## src/rtl/dpl_pkg.sv

```systemverilog
package dpl_pkg;

  typedef enum logic [2:0] {
    ST_IDLE  = 3'd0,
    ST_A_SET = 3'd1,
    ST_A_STB = 3'd2,
    ST_B_SET = 3'd3,
    ST_B_STB = 3'd4,
    ST_FIN   = 3'd5
  } seq_state_t;

  // Fixed phase order of one load sequence
  function automatic seq_state_t phase_after(seq_state_t s);
    case (s)
      ST_A_SET: phase_after = ST_A_STB;
      ST_A_STB: phase_after = ST_B_SET;
      ST_B_SET: phase_after = ST_B_STB;
      ST_B_STB: phase_after = ST_FIN;
      default:  phase_after = ST_IDLE;
    endcase
  endfunction

  // Strobe pair {strobe2, strobe1} presented during a phase
  function automatic logic [1:0] strobes_of(seq_state_t s);
    case (s)
      ST_A_STB: strobes_of = 2'b01;
      ST_B_STB: strobes_of = 2'b10;
      default:  strobes_of = 2'b00;
    endcase
  endfunction

  // True when the phase shows the channel 2 word on the bus
  function automatic logic shows_ch2(seq_state_t s);
    shows_ch2 = (s == ST_B_SET) || (s == ST_B_STB) || (s == ST_FIN);
  endfunction

endpackage

```

## src/rtl/dpl_phase_timer.sv

```systemverilog
module dpl_phase_timer #(
  parameter int LEN_W = 8
) (
  input  logic             clk,
  input  logic             rst_n,
  input  logic             accept_i,
  input  logic             running_i,
  input  logic [LEN_W-1:0] len_i,
  output logic             phase_end_o
);
  // Effective phase length: zero is promoted to one
  function automatic logic [LEN_W-1:0] eff_len(input logic [LEN_W-1:0] raw);
    eff_len = (raw == '0) ? LEN_W'(1) : raw;
  endfunction

  logic [LEN_W-1:0] len_q;
  logic [LEN_W-1:0] cnt_q;

  assign phase_end_o = running_i && (cnt_q == '0);

  always_ff @(posedge clk) begin
    if (!rst_n) begin
      len_q <= LEN_W'(1);
      cnt_q <= '0;
    end else if (accept_i) begin
      len_q <= eff_len(len_i);
      cnt_q <= eff_len(len_i) - LEN_W'(1);
    end else if (phase_end_o) begin
      cnt_q <= len_q - LEN_W'(1);
    end else if (running_i) begin
      cnt_q <= cnt_q - LEN_W'(1);
    end
  end

  assert_count_in_range_R6: assert property (@(posedge clk) disable iff (!rst_n)
    (len_q != '0) && (cnt_q < len_q));

endmodule

```

## src/rtl/dpl_sample_store.sv

```systemverilog
module dpl_sample_store #(
  parameter int DATA_W = 12
) (
  input  logic              clk,
  input  logic              rst_n,
  input  logic              accept_i,
  input  logic [DATA_W-1:0] ch1_i,
  input  logic [DATA_W-1:0] ch2_i,
  output logic [DATA_W-1:0] ch1_q,
  output logic [DATA_W-1:0] ch2_q
);
  always_ff @(posedge clk) begin
    if (!rst_n) begin
      ch1_q <= '0;
      ch2_q <= '0;
    end else if (accept_i) begin
      ch1_q <= ch1_i;
      ch2_q <= ch2_i;
    end
  end

  assert_words_frozen_R2: assert property (@(posedge clk) disable iff (!rst_n)
    !$past(accept_i) |-> ($stable(ch1_q) && $stable(ch2_q)));

endmodule

```

## src/rtl/dpl_seq_fsm.sv

```systemverilog
module dpl_seq_fsm
  import dpl_pkg::*;
(
  input  logic       clk,
  input  logic       rst_n,
  input  logic       start_i,
  input  logic       phase_end_i,
  output logic       accept_o,
  output seq_state_t state_o,
  output seq_state_t state_next_o,
  output logic       busy_o,
  output logic       done_o
);
  seq_state_t state_q;
  logic       done_q;

  assign accept_o = start_i && (state_q == ST_IDLE);

  always_comb begin
    state_next_o = state_q;
    if (accept_o)         state_next_o = ST_A_SET;
    else if (phase_end_i) state_next_o = phase_after(state_q);
  end

  always_ff @(posedge clk) begin
    if (!rst_n) begin
      state_q <= ST_IDLE;
      done_q  <= 1'b0;
    end else begin
      state_q <= state_next_o;
      done_q  <= (state_q == ST_FIN) && phase_end_i;
    end
  end

  assign state_o = state_q;
  assign busy_o  = (state_q != ST_IDLE);
  assign done_o  = done_q;

  assert_done_pulse_R9: assert property (@(posedge clk) disable iff (!rst_n)
    done_o |=> !done_o);

  assert_done_from_finish_R9: assert property (@(posedge clk) disable iff (!rst_n)
    done_o |-> ($past(state_q) == ST_FIN) && !busy_o);

  assert_idle_only_after_finish_R2: assert property (@(posedge clk) disable iff (!rst_n)
    busy_o |=> (busy_o || $past(state_q) == ST_FIN));

endmodule

```

## src/rtl/dpl_bus_driver.sv

```systemverilog
module dpl_bus_driver
  import dpl_pkg::*;
#(
  parameter int DATA_W = 12
) (
  input  logic              clk,
  input  logic              rst_n,
  input  logic              accept_i,
  input  seq_state_t        state_next_i,
  input  logic [DATA_W-1:0] ch1_in_i,
  input  logic [DATA_W-1:0] ch1_q_i,
  input  logic [DATA_W-1:0] ch2_q_i,
  output logic [DATA_W-1:0] bus_o,
  output logic              strobe1_o,
  output logic              strobe2_o
);
  logic [DATA_W-1:0] bus_d;
  logic [1:0]        stb_d;
  logic [DATA_W-1:0] bus_q;
  logic [1:0]        stb_q;

  // One combined word: bus and strobes are registered together
  always_comb begin
    stb_d = strobes_of(state_next_i);
    if (accept_i)                     bus_d = ch1_in_i;
    else if (state_next_i == ST_IDLE) bus_d = bus_q;
    else if (shows_ch2(state_next_i)) bus_d = ch2_q_i;
    else                              bus_d = ch1_q_i;
  end

  always_ff @(posedge clk) begin
    if (!rst_n) begin
      bus_q <= '0;
      stb_q <= 2'b00;
    end else begin
      bus_q <= bus_d;
      stb_q <= stb_d;
    end
  end

  assign bus_o     = bus_q;
  assign strobe1_o = stb_q[0];
  assign strobe2_o = stb_q[1];

  assert_single_strobe_R8: assert property (@(posedge clk) disable iff (!rst_n)
    !(strobe1_o && strobe2_o));

  assert_data_before_strobe_R7: assert property (@(posedge clk) disable iff (!rst_n)
    (strobe1_o || strobe2_o) |-> $stable(bus_o));

endmodule

```

## src/rtl/dac_pair_loader.sv

```systemverilog
module dac_pair_loader
  import dpl_pkg::*;
#(
  parameter int DATA_W = 12,
  parameter int LEN_W  = 8
) (
  input  logic              clk,
  input  logic              rst_n,
  input  logic              start_i,
  input  logic [DATA_W-1:0] word_ch1_i,
  input  logic [DATA_W-1:0] word_ch2_i,
  input  logic [LEN_W-1:0]  phase_len_i,
  output logic              busy_o,
  output logic              done_o,
  output logic [DATA_W-1:0] bus_o,
  output logic              strobe1_o,
  output logic              strobe2_o
);
  // Named internal events, visible to the assertions
  logic              accept_w;
  logic              phase_end_w;
  logic              running_w;
  seq_state_t        state_w;
  seq_state_t        state_next_w;
  logic [DATA_W-1:0] ch1_q_w;
  logic [DATA_W-1:0] ch2_q_w;

  assign running_w = busy_o;

  dpl_seq_fsm u_fsm (
    .clk          (clk),
    .rst_n        (rst_n),
    .start_i      (start_i),
    .phase_end_i  (phase_end_w),
    .accept_o     (accept_w),
    .state_o      (state_w),
    .state_next_o (state_next_w),
    .busy_o       (busy_o),
    .done_o       (done_o)
  );

  dpl_phase_timer #(.LEN_W(LEN_W)) u_timer (
    .clk         (clk),
    .rst_n       (rst_n),
    .accept_i    (accept_w),
    .running_i   (running_w),
    .len_i       (phase_len_i),
    .phase_end_o (phase_end_w)
  );

  dpl_sample_store #(.DATA_W(DATA_W)) u_store (
    .clk      (clk),
    .rst_n    (rst_n),
    .accept_i (accept_w),
    .ch1_i    (word_ch1_i),
    .ch2_i    (word_ch2_i),
    .ch1_q    (ch1_q_w),
    .ch2_q    (ch2_q_w)
  );

  dpl_bus_driver #(.DATA_W(DATA_W)) u_drv (
    .clk          (clk),
    .rst_n        (rst_n),
    .accept_i     (accept_w),
    .state_next_i (state_next_w),
    .ch1_in_i     (word_ch1_i),
    .ch1_q_i      (ch1_q_w),
    .ch2_q_i      (ch2_q_w),
    .bus_o        (bus_o),
    .strobe1_o    (strobe1_o),
    .strobe2_o    (strobe2_o)
  );

  assert_idle_bus_hold_R10: assert property (@(posedge clk) disable iff (!rst_n)
    (!busy_o && !$past(busy_o)) |-> ($stable(bus_o) && !strobe1_o && !strobe2_o));

  assert_strobe_ch1_word_R3: assert property (@(posedge clk) disable iff (!rst_n)
    strobe1_o |-> (bus_o == ch1_q_w) && (state_w == ST_A_STB));

  assert_strobe_ch2_word_R4: assert property (@(posedge clk) disable iff (!rst_n)
    strobe2_o |-> (bus_o == ch2_q_w) && (state_w == ST_B_STB));

endmodule

```

## config.mk

```make
export PLATFORM = sky130hd
export DESIGN_NAME = dac_pair_loader
export DESIGN_NICKNAME = d
export VERILOG_FILES = /design/src/rtl/dpl_pkg.sv /design/src/rtl/dpl_phase_timer.sv /design/src/rtl/dpl_sample_store.sv /design/src/rtl/dpl_seq_fsm.sv /design/src/rtl/dpl_bus_driver.sv /design/src/rtl/dac_pair_loader.sv
export SDC_FILE = /design/constraint.sdc
export NUM_CORES = 1
export LEC_CHECK = 0
export ABC_CLOCK_PERIOD_IN_PS = 2710
export BUFFER_PORTS_ARGS = -buffer_cell sky130_fd_sc_hd__buf_2
export CAP_MARGIN = 0
export CORE_UTILIZATION = 49
export CTS_CLUSTER_DIAMETER = 150
export CTS_CLUSTER_SIZE = 24
export DETAILED_ROUTE_END_ITERATION = 8
export GPL_TIMING_DRIVEN = 0
export PLACE_DENSITY = 0.8
export SYNTH_ARGS = -nofsm -noshare
export SYNTH_HDL_FRONTEND = slang
export SYNTH_SLANG_ARGS = --single-unit
```

## constraint.sdc

```tcl
create_clock -name clk -period 2.71 [get_ports clk]
set_clock_uncertainty 0.15 [all_clocks]
set_input_delay 0.1355 -clock clk [delete_from_list [all_inputs] [get_ports clk]]
set_output_delay 0.1355 -clock clk [all_outputs]
set_load 0.005 [all_outputs]
```

==> flow_summary.ini <==
[run_status]
status = finished clean

[detailed_routing]
wl_met1_um = 3070
wl_met2_um = 3750
ant_nets = 0
drcViolationCount = 0
drt-vias-per-instance = 5.67
wl_per_cell_um = 15.5
top_layer = met4
wl_um = 7540
wl_met3_um = 528
drt-initial-drc-count = 218
dr_total_vias = 2754
drt_first_pass_iters = 5

[worst_setup_path]
arrival_ns = 2.77
startpoint_type = flop
cp.required_ns = 2.79
r2r_cells = 8
cp_max_fo = 4
reg2reg_from = u_fsm.state_o[1]
crit_path_end_kind = flop
crit_type = flop to flop
crit_start = u_fsm.state_o[1]

[cells_and_area]
area_growth_pct = 38.6
seq_area_mm2 = 0.00116
drive_gt1_frac = 0.229
multiInputGateArea_mm2 = 0.00130
num-nets-final = 450
antenna_cells = 0
post-route-util = 0.722
fillers = 366

[clock_network]
clock_latency_ns = 0.35
cts.htree.levels = 3
cts_buffer_depth = 2
cts_root_buf = clkbuf_8
cts_buffers = 9
path_clk_slew_ns = 0.06
cts_tree = done
cts_sinks = 58

[synth]
dominantRegCellSynth = dfxtp_1
ys_seq_area_frac = 0.460
synth_nets = 352
async_flop_share = 0
yosysWarningCount = 0
avgSynthCellArea_um2 = 7.99
synth_cell_types = 43
synthCells = 316
ys_ff_latch = 58
syn-cell-area_mm2 = 0.00253
synth-edff-count = 0

[flow_run]
maxCapViolations = 0

[timing]
hold_violations = 0
slew_headroom = 0.608
timing.hold.ws_ns = 0.0194
fmax_mhz = 372
worst_pin_slew_ns = 0.583
fin_crit_ns = 2.69
rsz0062_at_grt = true
setup_slack_ns = 0.0207
report.final.slew_viol_count = 0
finalSetupViolCount = 0
finalSetupTns_ns = 0
fin_crit_sh = 0.992

[placement]
dp_hpwl_um = 4530
port_buffers = 50
gp_congestion = 0.914
place_ws_ns = -0.336

[grt]
grt_overflow = 0
grt_antenna_before_repair = 0
grt_pass1_vias = 2580
track_usage = 0.299
grt_max_degree = 11
grt_pass1_wl_um = 12100

[worst_hold_path]
hold_depth = 3
min_from = rst_n
hold_class = input pin to flop

[floorplan]
rows = 25
fp.dieArea_mm2 = 0.00545
initial_core_util = 0.521
io_pins = 51
design.core.area_mm2 = 0.00485
chipHeight_um = 73.8
die_width_um = 73.8

[power]
pwr-share-comb = 0.375
internal_power_mw = 2.15
switchingPower_mw = 1.24
power.leakage_nw = 1.41
clock_power_share = 0.279
p_seq_frac = 0.346
p_per_area_mw_per_mm2 = 968
irDropWorstVdd_uv = 656
power_switching_share = 0.367
[logic make-up after synthesis]
logic type,share of synthesized area
DFF,0.460
adders and majority gates,0.00495
AOI/OAI and AO/OA,0.245
and+or+nand+nor,0.222
buffers and inverters,0.0421
muxes,0.00842
xor gates and xnor gates,0.0173
[area by class of cell]
| class | instances | share of cell area |
|---|---|---|
| Multi-Input combinational cell | 232 | 0.372 |
| Sequential cell | 58 | 0.333 |
| Timing Repair Buffer | 88 | 0.174 |
| Clock buffer | 12 | 0.0472 |
| Buffer | 22 | 0.0261 |
| Tap cell | 67 | 0.0239 |
| Clock inverter | 4 | 0.0207 |
| Inverter | 3 | 0.00322 |
[worst max-delay path: stages, from the launching register on]
cell	delay, ns
dfxtp_4	0.35
or4b_4	0.58
a311oi_4	0.36
nor2_2	0.06
a21oi_2	0.14
ha_2	0.20
o211ai_1	0.16
o2111a_1	0.28
a311o_1	0.31
[per-stage QoR]
stage	instances	area [um^2]	power [mW]
floorplan	316	2530	1.94
global placement	433	2860	2.22
detailed placement	433	2860	2.25
CTS	485	3480	3.32
global route	486	3500	3.58
finish	486	3500	3.39
[path summary, 6_finish.rpt]
check | to | slack [ns]
worst min register to register | u_store.ch1_q[10] | 0.31
worst max-delay path | u_timer.cnt_q[6] | 0.02
worst min-delay path | u_timer.cnt_q[3] | 0.02
worst max register to register | u_timer.cnt_q[6] | 0.02
[flip-flops by register name, summed over array words and instances, names as in the netlist]
register,cells
u_drv.stb_q,2
u_fsm.done_o,1
u_timer.len_q,8
u_timer.cnt_q,8
u_fsm.state_o,3
u_store.ch1_q,12
u_drv.bus_o,12
u_store.ch2_q,12
[power by group through the flow]
stage	clock network, mW	registers (mW)	logic [mW]
2_1_floorplan	0	1.14	0.803
3_3_place_gp	0	1.16	1.07
3_5_place_dp	0	1.16	1.09
4_1_cts	0.951	1.15	1.22
5_1_grt	0.993	1.19	1.40
6_report	0.947	1.17	1.27
[per-layer routing]
| layer | up-vias | global-route usage |
|---|---|---|
| met5 | - | 0 |
| met4 | 0 | 0.156 |
| met3 | 15 | 0.0754 |
| met2 | 120 | 0.492 |
| met1 | 1297 | 0.357 |
| li1 | 1322 | - |
[synthesized netlist by cell type, types with 2 or more instances]
master    instances  area, um^2
nor2_1           15        56.3
o21ai_0          20         100
inv_1             3        11.3
a21oi_1          54         270
clkbuf_1         20        75.1
nor3_1            6        30.0
nand2_1          75         282
buf_4             2        15.0
xor2_1            3        26.3
o221ai_1         13         114
dfxtp_1          58        1160
and3_1            3        18.8
nand4_1           2        12.5
xnor2_1           2        17.5
nand3_1           7        35.0
nor4_1            5        31.3
nand2b_1          2        12.5
[placed cells by master, fill, tap and decap left out, types with 2 or more instances in the layout]
master and count:
nand2b_1 2, nand2_1 75, buf_2 51, nand3_1 7
xor2_1 3, dlygate4sd3_1 30, o21ai_0 20, clkbuf_2 3
xnor2_1 2, bufinv_16 2, nand4_1 2, a21oi_1 53
nor2_1 14, nor3_1 6, inv_1 3, buf_4 9
clkbuf_8 12, and3_1 3, dfxtp_1 57, clkbuf_1 17
nor4_1 3, o221ai_1 13
[repair_timing]
item | CTS | global route
endpoints found under the setup margin | 4 | 2
hold buffers | 30 | 0
pin swaps | 6 | 5
endpoints found under the hold margin | 42 | 0
buffers inserted | 6 | 2
gates resized for setup | 10 | 5
Note: power is estimated with default switching activity, not from simulation.
